[src/rtl/hirq_pkg.sv]
package hirq_pkg;

  // Number of status bit positions fed by event inputs.
  localparam int EVT_W = 11;

  // Status positions that carry a real event (3 and 4 are reserved).
  localparam logic [EVT_W-1:0] EVT_DEFINED = 11'h7E7;

  // Number of message code slots tracked by the queue (codes 0..12).
  localparam int NCODE = 13;

  // Offset between a message-capable status bit and its message code.
  localparam int CODE_BIAS = 4;

  // True when status bit b produces a message code.
  function automatic bit bit_has_msg(input int b);
    return (b >= 0) && (b <= 8) && (b != 3) && (b != 4);
  endfunction

  // Message code posted by status bit b.
  function automatic int code_of_bit(input int b);
    return b + CODE_BIAS;
  endfunction

  // Mask of status bits that produce a message code.
  function automatic logic [EVT_W-1:0] msg_bits();
    logic [EVT_W-1:0] m;
    m = '0;
    for (int b = 0; b < EVT_W; b++) m[b] = bit_has_msg(b);
    return m;
  endfunction

endpackage

[src/rtl/hirq_regs.sv]
module hirq_regs
  import hirq_pkg::*;
#(
  parameter int ADDR_W = 12,
  parameter int DATA_W = 32,
  parameter int EN_BIT = 7,
  parameter logic [ADDR_W-1:0] CTRL_OFS = 'h500,
  parameter logic [ADDR_W-1:0] STAT_OFS = 'h520,
  parameter logic [ADDR_W-1:0] MASK_OFS = 'h528
) (
  input  logic              clk,
  input  logic              rst_n,
  input  logic              wr_en,
  input  logic [ADDR_W-1:0] addr,
  input  logic [DATA_W-1:0] wdata,
  input  logic [EVT_W-1:0]  evt,
  output logic [DATA_W-1:0] rdata,
  output logic [EVT_W-1:0]  status,
  output logic [EVT_W-1:0]  mask,
  output logic              gen_en,
  output logic [EVT_W-1:0]  newly_set
);

  logic [EVT_W-1:0] evt_ok;
  logic [EVT_W-1:0] clr_bits;
  logic [EVT_W-1:0] status_nxt;
  logic             wr_stat, wr_mask, wr_ctrl;
  logic             unused_wdata;

  assign wr_stat = wr_en && (addr == STAT_OFS);
  assign wr_mask = wr_en && (addr == MASK_OFS);
  assign wr_ctrl = wr_en && (addr == CTRL_OFS);

  assign evt_ok     = evt & EVT_DEFINED;
  assign clr_bits   = wr_stat ? wdata[EVT_W-1:0] : '0;
  assign newly_set  = evt_ok & ~status;
  // A pulse in the same cycle as a clear keeps the bit set.
  assign status_nxt = (status & ~clr_bits) | evt_ok;

  assign unused_wdata = ^wdata[DATA_W-1:EVT_W];

  always_ff @(posedge clk) begin
    if (!rst_n) begin
      status <= '0;
      mask   <= EVT_DEFINED;
      gen_en <= 1'b0;
    end else begin
      status <= status_nxt;
      if (wr_mask) mask   <= wdata[EVT_W-1:0] & EVT_DEFINED;
      if (wr_ctrl) gen_en <= wdata[EN_BIT];
    end
  end

  always_comb begin
    rdata = '0;
    if (addr == STAT_OFS)      rdata = DATA_W'(status);
    else if (addr == MASK_OFS) rdata = DATA_W'(mask);
    else if (addr == CTRL_OFS) rdata = DATA_W'(gen_en) << EN_BIT;
  end

  assert_rsvd_clear_R2: assert property (@(posedge clk) disable iff (!rst_n)
    (status & ~EVT_DEFINED) == '0);

  assert_w1c_R3: assert property (@(posedge clk) disable iff (!rst_n)
    (wr_stat && evt_ok == '0) |=> status == ($past(status) & ~$past(wdata[EVT_W-1:0])));

  assert_set_wins_R4: assert property (@(posedge clk) disable iff (!rst_n)
    (evt_ok != '0) |=> ((status & $past(evt_ok)) == $past(evt_ok)));

  assert_mask_layout_R5: assert property (@(posedge clk) disable iff (!rst_n)
    (mask & ~EVT_DEFINED) == '0);

endmodule

[src/rtl/hirq_msi_map.sv]
module hirq_msi_map
  import hirq_pkg::*;
(
  input  logic [EVT_W-1:0] newly_set,
  input  logic [EVT_W-1:0] mask,
  input  logic             gen_en,
  output logic [NCODE-1:0] post
);

  localparam logic [EVT_W-1:0] MSG_BITS = msg_bits();

  logic unused_map;
  assign unused_map = ^{newly_set & ~MSG_BITS, mask & ~MSG_BITS};

  for (genvar c = 0; c < NCODE; c++) begin : g_code
    if (bit_has_msg(c - CODE_BIAS)) begin : g_live
      assign post[c] = newly_set[c-CODE_BIAS] & mask[c-CODE_BIAS] & gen_en;
    end else begin : g_tie
      assign post[c] = 1'b0;
    end
  end

endmodule

[src/rtl/hirq_msi_queue.sv]
module hirq_msi_queue
  import hirq_pkg::*;
#(
  parameter int CODE_W = 8
) (
  input  logic              clk,
  input  logic              rst_n,
  input  logic [NCODE-1:0]  post,
  input  logic              msi_ready,
  output logic              msi_valid,
  output logic [CODE_W-1:0] msi_code
);

  localparam int IDX_W = $clog2(NCODE);

  logic [NCODE-1:0] pend;
  logic [NCODE-1:0] pend_nxt;
  logic [NCODE-1:0] ack_mask;
  logic [IDX_W-1:0] low_idx;
  logic [IDX_W-1:0] code_q;
  logic             valid_q;
  logic             fire;

  assign fire     = valid_q && msi_ready;
  assign ack_mask = fire ? (NCODE'(1) << code_q) : '0;
  // A post arriving with the handshake of the same code keeps it queued.
  assign pend_nxt = (pend & ~ack_mask) | post;

  always_comb begin
    low_idx = '0;
    for (int i = NCODE - 1; i >= 0; i--) begin
      if (pend[i]) low_idx = IDX_W'(i);
    end
  end

  always_ff @(posedge clk) begin
    if (!rst_n) begin
      pend    <= '0;
      valid_q <= 1'b0;
      code_q  <= '0;
    end else begin
      pend <= pend_nxt;
      if (fire) begin
        valid_q <= 1'b0;
      end else if (!valid_q && (pend != '0)) begin
        valid_q <= 1'b1;
        code_q  <= low_idx;
      end
    end
  end

  assign msi_valid = valid_q;
  assign msi_code  = CODE_W'(code_q);

  assert_hold_R9: assert property (@(posedge clk) disable iff (!rst_n)
    (msi_valid && !msi_ready) |=> (msi_valid && $stable(msi_code)));

  assert_offer_queued_R9: assert property (@(posedge clk) disable iff (!rst_n)
    msi_valid |-> ((pend & (NCODE'(1) << code_q)) != '0));

  assert_gap_R9: assert property (@(posedge clk) disable iff (!rst_n)
    (msi_valid && msi_ready) |=> !msi_valid);

endmodule

[src/rtl/hirq_msi_top.sv]
module hirq_msi_top
  import hirq_pkg::*;
#(
  parameter int ADDR_W = 12,
  parameter int DATA_W = 32,
  parameter int CODE_W = 8,
  parameter int EN_BIT = 7,
  parameter logic [ADDR_W-1:0] CTRL_OFS = 'h500,
  parameter logic [ADDR_W-1:0] STAT_OFS = 'h520,
  parameter logic [ADDR_W-1:0] MASK_OFS = 'h528
) (
  input  logic              clk,
  input  logic              rst_n,
  input  logic              reg_wr_en,
  input  logic [ADDR_W-1:0] reg_addr,
  input  logic [DATA_W-1:0] reg_wdata,
  output logic [DATA_W-1:0] reg_rdata,
  input  logic [EVT_W-1:0]  evt_pulse,
  output logic              irq,
  output logic              msi_valid,
  input  logic              msi_ready,
  output logic [CODE_W-1:0] msi_code
);

  logic [EVT_W-1:0] status, mask, newly_set;
  logic             gen_en;
  logic [NCODE-1:0] post;

  hirq_regs #(
    .ADDR_W(ADDR_W), .DATA_W(DATA_W), .EN_BIT(EN_BIT),
    .CTRL_OFS(CTRL_OFS), .STAT_OFS(STAT_OFS), .MASK_OFS(MASK_OFS)
  ) u_regs (
    .clk(clk), .rst_n(rst_n), .wr_en(reg_wr_en), .addr(reg_addr),
    .wdata(reg_wdata), .evt(evt_pulse), .rdata(reg_rdata),
    .status(status), .mask(mask), .gen_en(gen_en), .newly_set(newly_set)
  );

  hirq_msi_map u_map (
    .newly_set(newly_set), .mask(mask), .gen_en(gen_en), .post(post)
  );

  hirq_msi_queue #(.CODE_W(CODE_W)) u_queue (
    .clk(clk), .rst_n(rst_n), .post(post), .msi_ready(msi_ready),
    .msi_valid(msi_valid), .msi_code(msi_code)
  );

  assign irq = gen_en && ((status & mask) != '0);

  assert_code_legal_R8: assert property (@(posedge clk) disable iff (!rst_n)
    msi_valid |-> ((msi_code >= 4 && msi_code <= 6) || (msi_code >= 9 && msi_code <= 12)));

  assert_irq_needs_en_R7: assert property (@(posedge clk) disable iff (!rst_n)
    $rose(irq) |-> (gen_en && (mask != '0)));

endmodule

[config.mk]
export PLATFORM = sky130hd
export DESIGN_NAME = hirq_msi_top
export DESIGN_NICKNAME = d
export VERILOG_FILES = /design/src/rtl/hirq_pkg.sv /design/src/rtl/hirq_regs.sv /design/src/rtl/hirq_msi_map.sv /design/src/rtl/hirq_msi_queue.sv /design/src/rtl/hirq_msi_top.sv
export SDC_FILE = /design/constraint.sdc
export NUM_CORES = 1
export LEC_CHECK = 0
export BUFFER_PORTS_ARGS = -buffer_cell sky130_fd_sc_hd__buf_2
export CAP_MARGIN = 20
export CORE_MARGIN = 4
export CORE_UTILIZATION = 37
export DETAILED_ROUTE_END_ITERATION = 8
export PLACE_DENSITY = 0.71
export SLEW_MARGIN = 10
export SYNTH_ARGS = -nofsm -noshare
export SYNTH_HDL_FRONTEND = slang
export SYNTH_SLANG_ARGS = --single-unit
[constraint.sdc]
create_clock -name clk -period 1.8 [get_ports clk]
set_input_delay 0.09 -clock clk [delete_from_list [all_inputs] [get_ports clk]]
set_output_delay 0.09 -clock clk [all_outputs]
set_load 0.01 [all_outputs]
==> results.txt <==
The flow ran to the end, and the final reports show no timing, DRC or antenna violations. The average size of a mapped cell is ~8.6 um^2. The class of the most critical hold timing path is input port to register.

Ranked by total cell area, the synthesized netlist is headed by dfxtp_1, buf_4, a31oi_1, mux2i_1, nand2_1. The mux cell area share after synthesis is 0.0487. The cell at the root of the clock tree is clkbuf_8. Setup repair after global routing left no endpoint under its margin. Across the routed clock network, the largest skew measured is between 0.006 and 0.007 ns. The initial utilization of the core area, before any placement, comes to 0.392. Broken down by cell family, the worst path's largest delay share belongs to simple AND/OR/NAND/NOR gates.

The setup path with the least slack is of type input port to output pin. The async set or reset register ratio after synthesis came out at 0. The initial antenna violation count was 0. Dividing total power by cell area gives a power density of 669 nW/um^2. The worst setup slack after layout is 0.0805 ns.

The final global-route overflow total came out at 0. For this run, the register share of the synthesized area comes to 0.380. The via count of the first global-routing pass is between 1500 and 2000. The fraction of post-synthesis cell area in the top cell type by area is 0.380.

The worst path arrival time came out at ~1.6 ns. The clock passes through at most 2 buffers. The fraction of final layout cells with drive strength greater than 1 is 0.269.

The total routed wirelength is approximately 4900 um. The hold-fix buffer count after cts is 10. The worst pin sits at a relative slew slack of 0.667. In the synthesized netlist the dominant register cell turns out to be dfxtp_1. The number of max-capacitance violations reported came out at 0. The first global-routing pass estimated slightly above 8000 um of wire. The transition time at the pin with the least slew margin is ~0.5 ns.

Of the total synthesized cell area, the portion taken by XOR and XNOR cells is 0. Ranked by instance count, the synthesized netlist is headed by dfxtp_1, buf_4, nand2_1. The type of destination of the critical path is an output pin. The number of warnings printed during yosys synthesis came out at 0. The final setup violation count came out at 0. The complex-gate fraction of the synthesized area was 0.234.

The delay contributed by the slowest stage of the critical path came out at between 0.5 and 0.6 ns. In the final routed layout, each cell accounts on average for approximately 13 um. The data required time of the critical path came out at 1.71 ns. The worst setup path is launched from an input port. Static timing analysis puts the maximum clock frequency at a little under 600 MHz. The count of final max-slew check failures is 0. The die width is roughly 83 um. The detailed-route vias per instance came out at 4.97. During I/O placement, the number of pins put on the boundary was roughly 100. Summed over all instances, the cell type with the most area after synthesis is dfxtp_1.

For the final routed database, the setup TNS stands at 0 ns. After the first detailed-routing iteration, the DRC count stood at 72. After floorplanning, the core was divided into 26 placement rows. The leakage component of the power is about 1.1 nW. The register clock-pin slew on the reported worst setup and hold paths came out at approximately 0.070 ns.

After synthesis, the largest family of logic cells by area is compound AO/OA/AOI/OAI gates. The die footprint is between 6000 and 7000 um^2. The minimum setup slack after placement came out at ~0.08 ns.

The H-tree was split into 2 levels. At the later pin of the worst-skew pair, clock insertion delay measures roughly 0.29 ns. The final hold violation count is 0. The synthesis-stage register bit count is 39. The time the worst path needs with I/O delays and setup is about 1.7 ns. The overall fraction of global-route tracks in use came out at 0.155. The worst voltage drop across the vdd grid came out at between 0.6 and 0.7 mV. The synthesized instance count came out at 238. The clock tree from TritonCTS is done. The maximum fanout encountered on the critical timing path is 8.

The post-CTS setup-driven buffer insertion count came out at 0. The slowest stage of the critical path is the or4b_4 cell. The placed wire-length estimate is 3650 um. The die span in y came out at around 83 um.

The synthesized netlist occupies a cell area of 2060 um^2. The post-place instance area is 2330 um^2. The total core area is approximately 5200 um^2. The most numerous cell type found on the critical path is buf_2. Before antenna repair, the detailed router went through 4 iterations.

Walking the worst path, the cells encountered are buf_2 > or4b_4 > or3_4 > nor2_8 > a22o_2 > buf_2. The CTS sink count came out at 39. The layout net count came out at 363. The number of diodes added for antenna fixing is 0. The routability congestion estimate came out at 0.840.

The post-synthesis to final-layout area growth came out at 22.9%. The number of distinct library cell variants in the gate-level netlist after synthesis came out at 42. The routed via count came out at between 1500 and 2000. The post-route standard cell area excluding fillers is 2530 um^2.

The number of gates resized after cts came out at 0. Of the available clock period, the critical path in the final layout requires 0.955. After detailed routing, the number of remaining DRC violations is 0. The count of buffers from port buffering is 52. The simple-gate portion of the synthesized area came out at 0.194. The count of flip-flops with a built-in enable after synthesis is 0.

The most frequent cell after synthesis is dfxtp_1. The clock buffer count from CTS is 5. The post-synthesis share of cell area spent on full adders, half adders and majority gates is 0.

Together, buffers and inverters on the worst path number 2. The maximum number of pins on one net before global-route repair came out at 32. The remaining antenna violation count is 0.
[worst paths after layout]
path                         start           endpoint  slack [ns]  depth (start not counted)
hold reg to reg   u_regs.status[3]   u_regs.status[3]        0.43                          2
setup / recovery       reg_addr[7]       reg_rdata[0]        0.08                          6
hold / removal        reg_wdata[7]   u_regs.status[7]        0.02                          2
setup reg to reg   u_queue.pend[7]  u_queue.code_q[1]        0.12                          4
[registers in the layout, indices dropped and copies added, names as in the netlist]
name and cells:
u_queue.pend 13, u_queue.msi_valid 1, u_queue.code_q 4, u_regs.mask 9
u_regs.gen_en 1, u_regs.status 11
[kinds of logic after synthesis]
logic type	after synthesis
mux	10
buf+inv	50
flops	39
other cells	1
simple gates	69
compound gates	69
[through the flow]
step	power [W]	std cells	util	hold slack, ns
2_1_floorplan	0.00102	262	-	0.177
3_3_place_gp	0.00104	357	0.444	0.263
3_5_place_dp	0.00104	357	0.444	0.269
4_1_cts	0.00170	375	0.483	0.0157
5_1_grt	0.00175	375	0.483	0.0232
6_report	0.00169	375	0.483	0.0216
[metal layers]
metal  up-vias  part of all wire  GRT usage
li1        945                 -          -
met1       847              0.43      0.181
met2        67              0.50      0.280
met3         6             0.066     0.0358
met4         0             0.011     0.0441
met5         -                 0          0
[final cells by class]
| type | instances | area [um^2] |
|---|---|---|
| clock buffer | 8 | 100 |
| fill | 522 | 2710 |
| tap | 70 | 87.6 |
| timing repair buffer | 69 | 425 |
| multi-input combinational | 173 | 1070 |
| sequential | 39 | 781 |
| inverter | 16 | 60.1 |
[cell usage in the layout, fill, tap and decap left out, types with 2 or more instances in the layout]
cell / n
nor2_1: 13
nor4_2: 2
inv_1: 15
a221oi_1: 2
o21ai_0: 18
o31ai_1: 2
a22o_2: 6
mux2i_1: 10
and2_1: 3
dlygate4sd3_1: 10
dfxtp_1: 39
or4_1: 2
buf_2: 52
a21oi_1: 12
conb_1: 25
nand2b_1: 3
a31oi_1: 16
buf_4: 6
a22o_1: 3
clkbuf_8: 7
nand2_1: 25
nand3_1: 3
or4_4: 2
nor3_1: 2
nand4b_1: 7
[report_power, final]
group          internal [W]  switching (W)
Sequential         0.000877      0.0000125
Clock              0.000350       0.000301
Combinational     0.0000688      0.0000824
(Power assumes the default switching activity.)
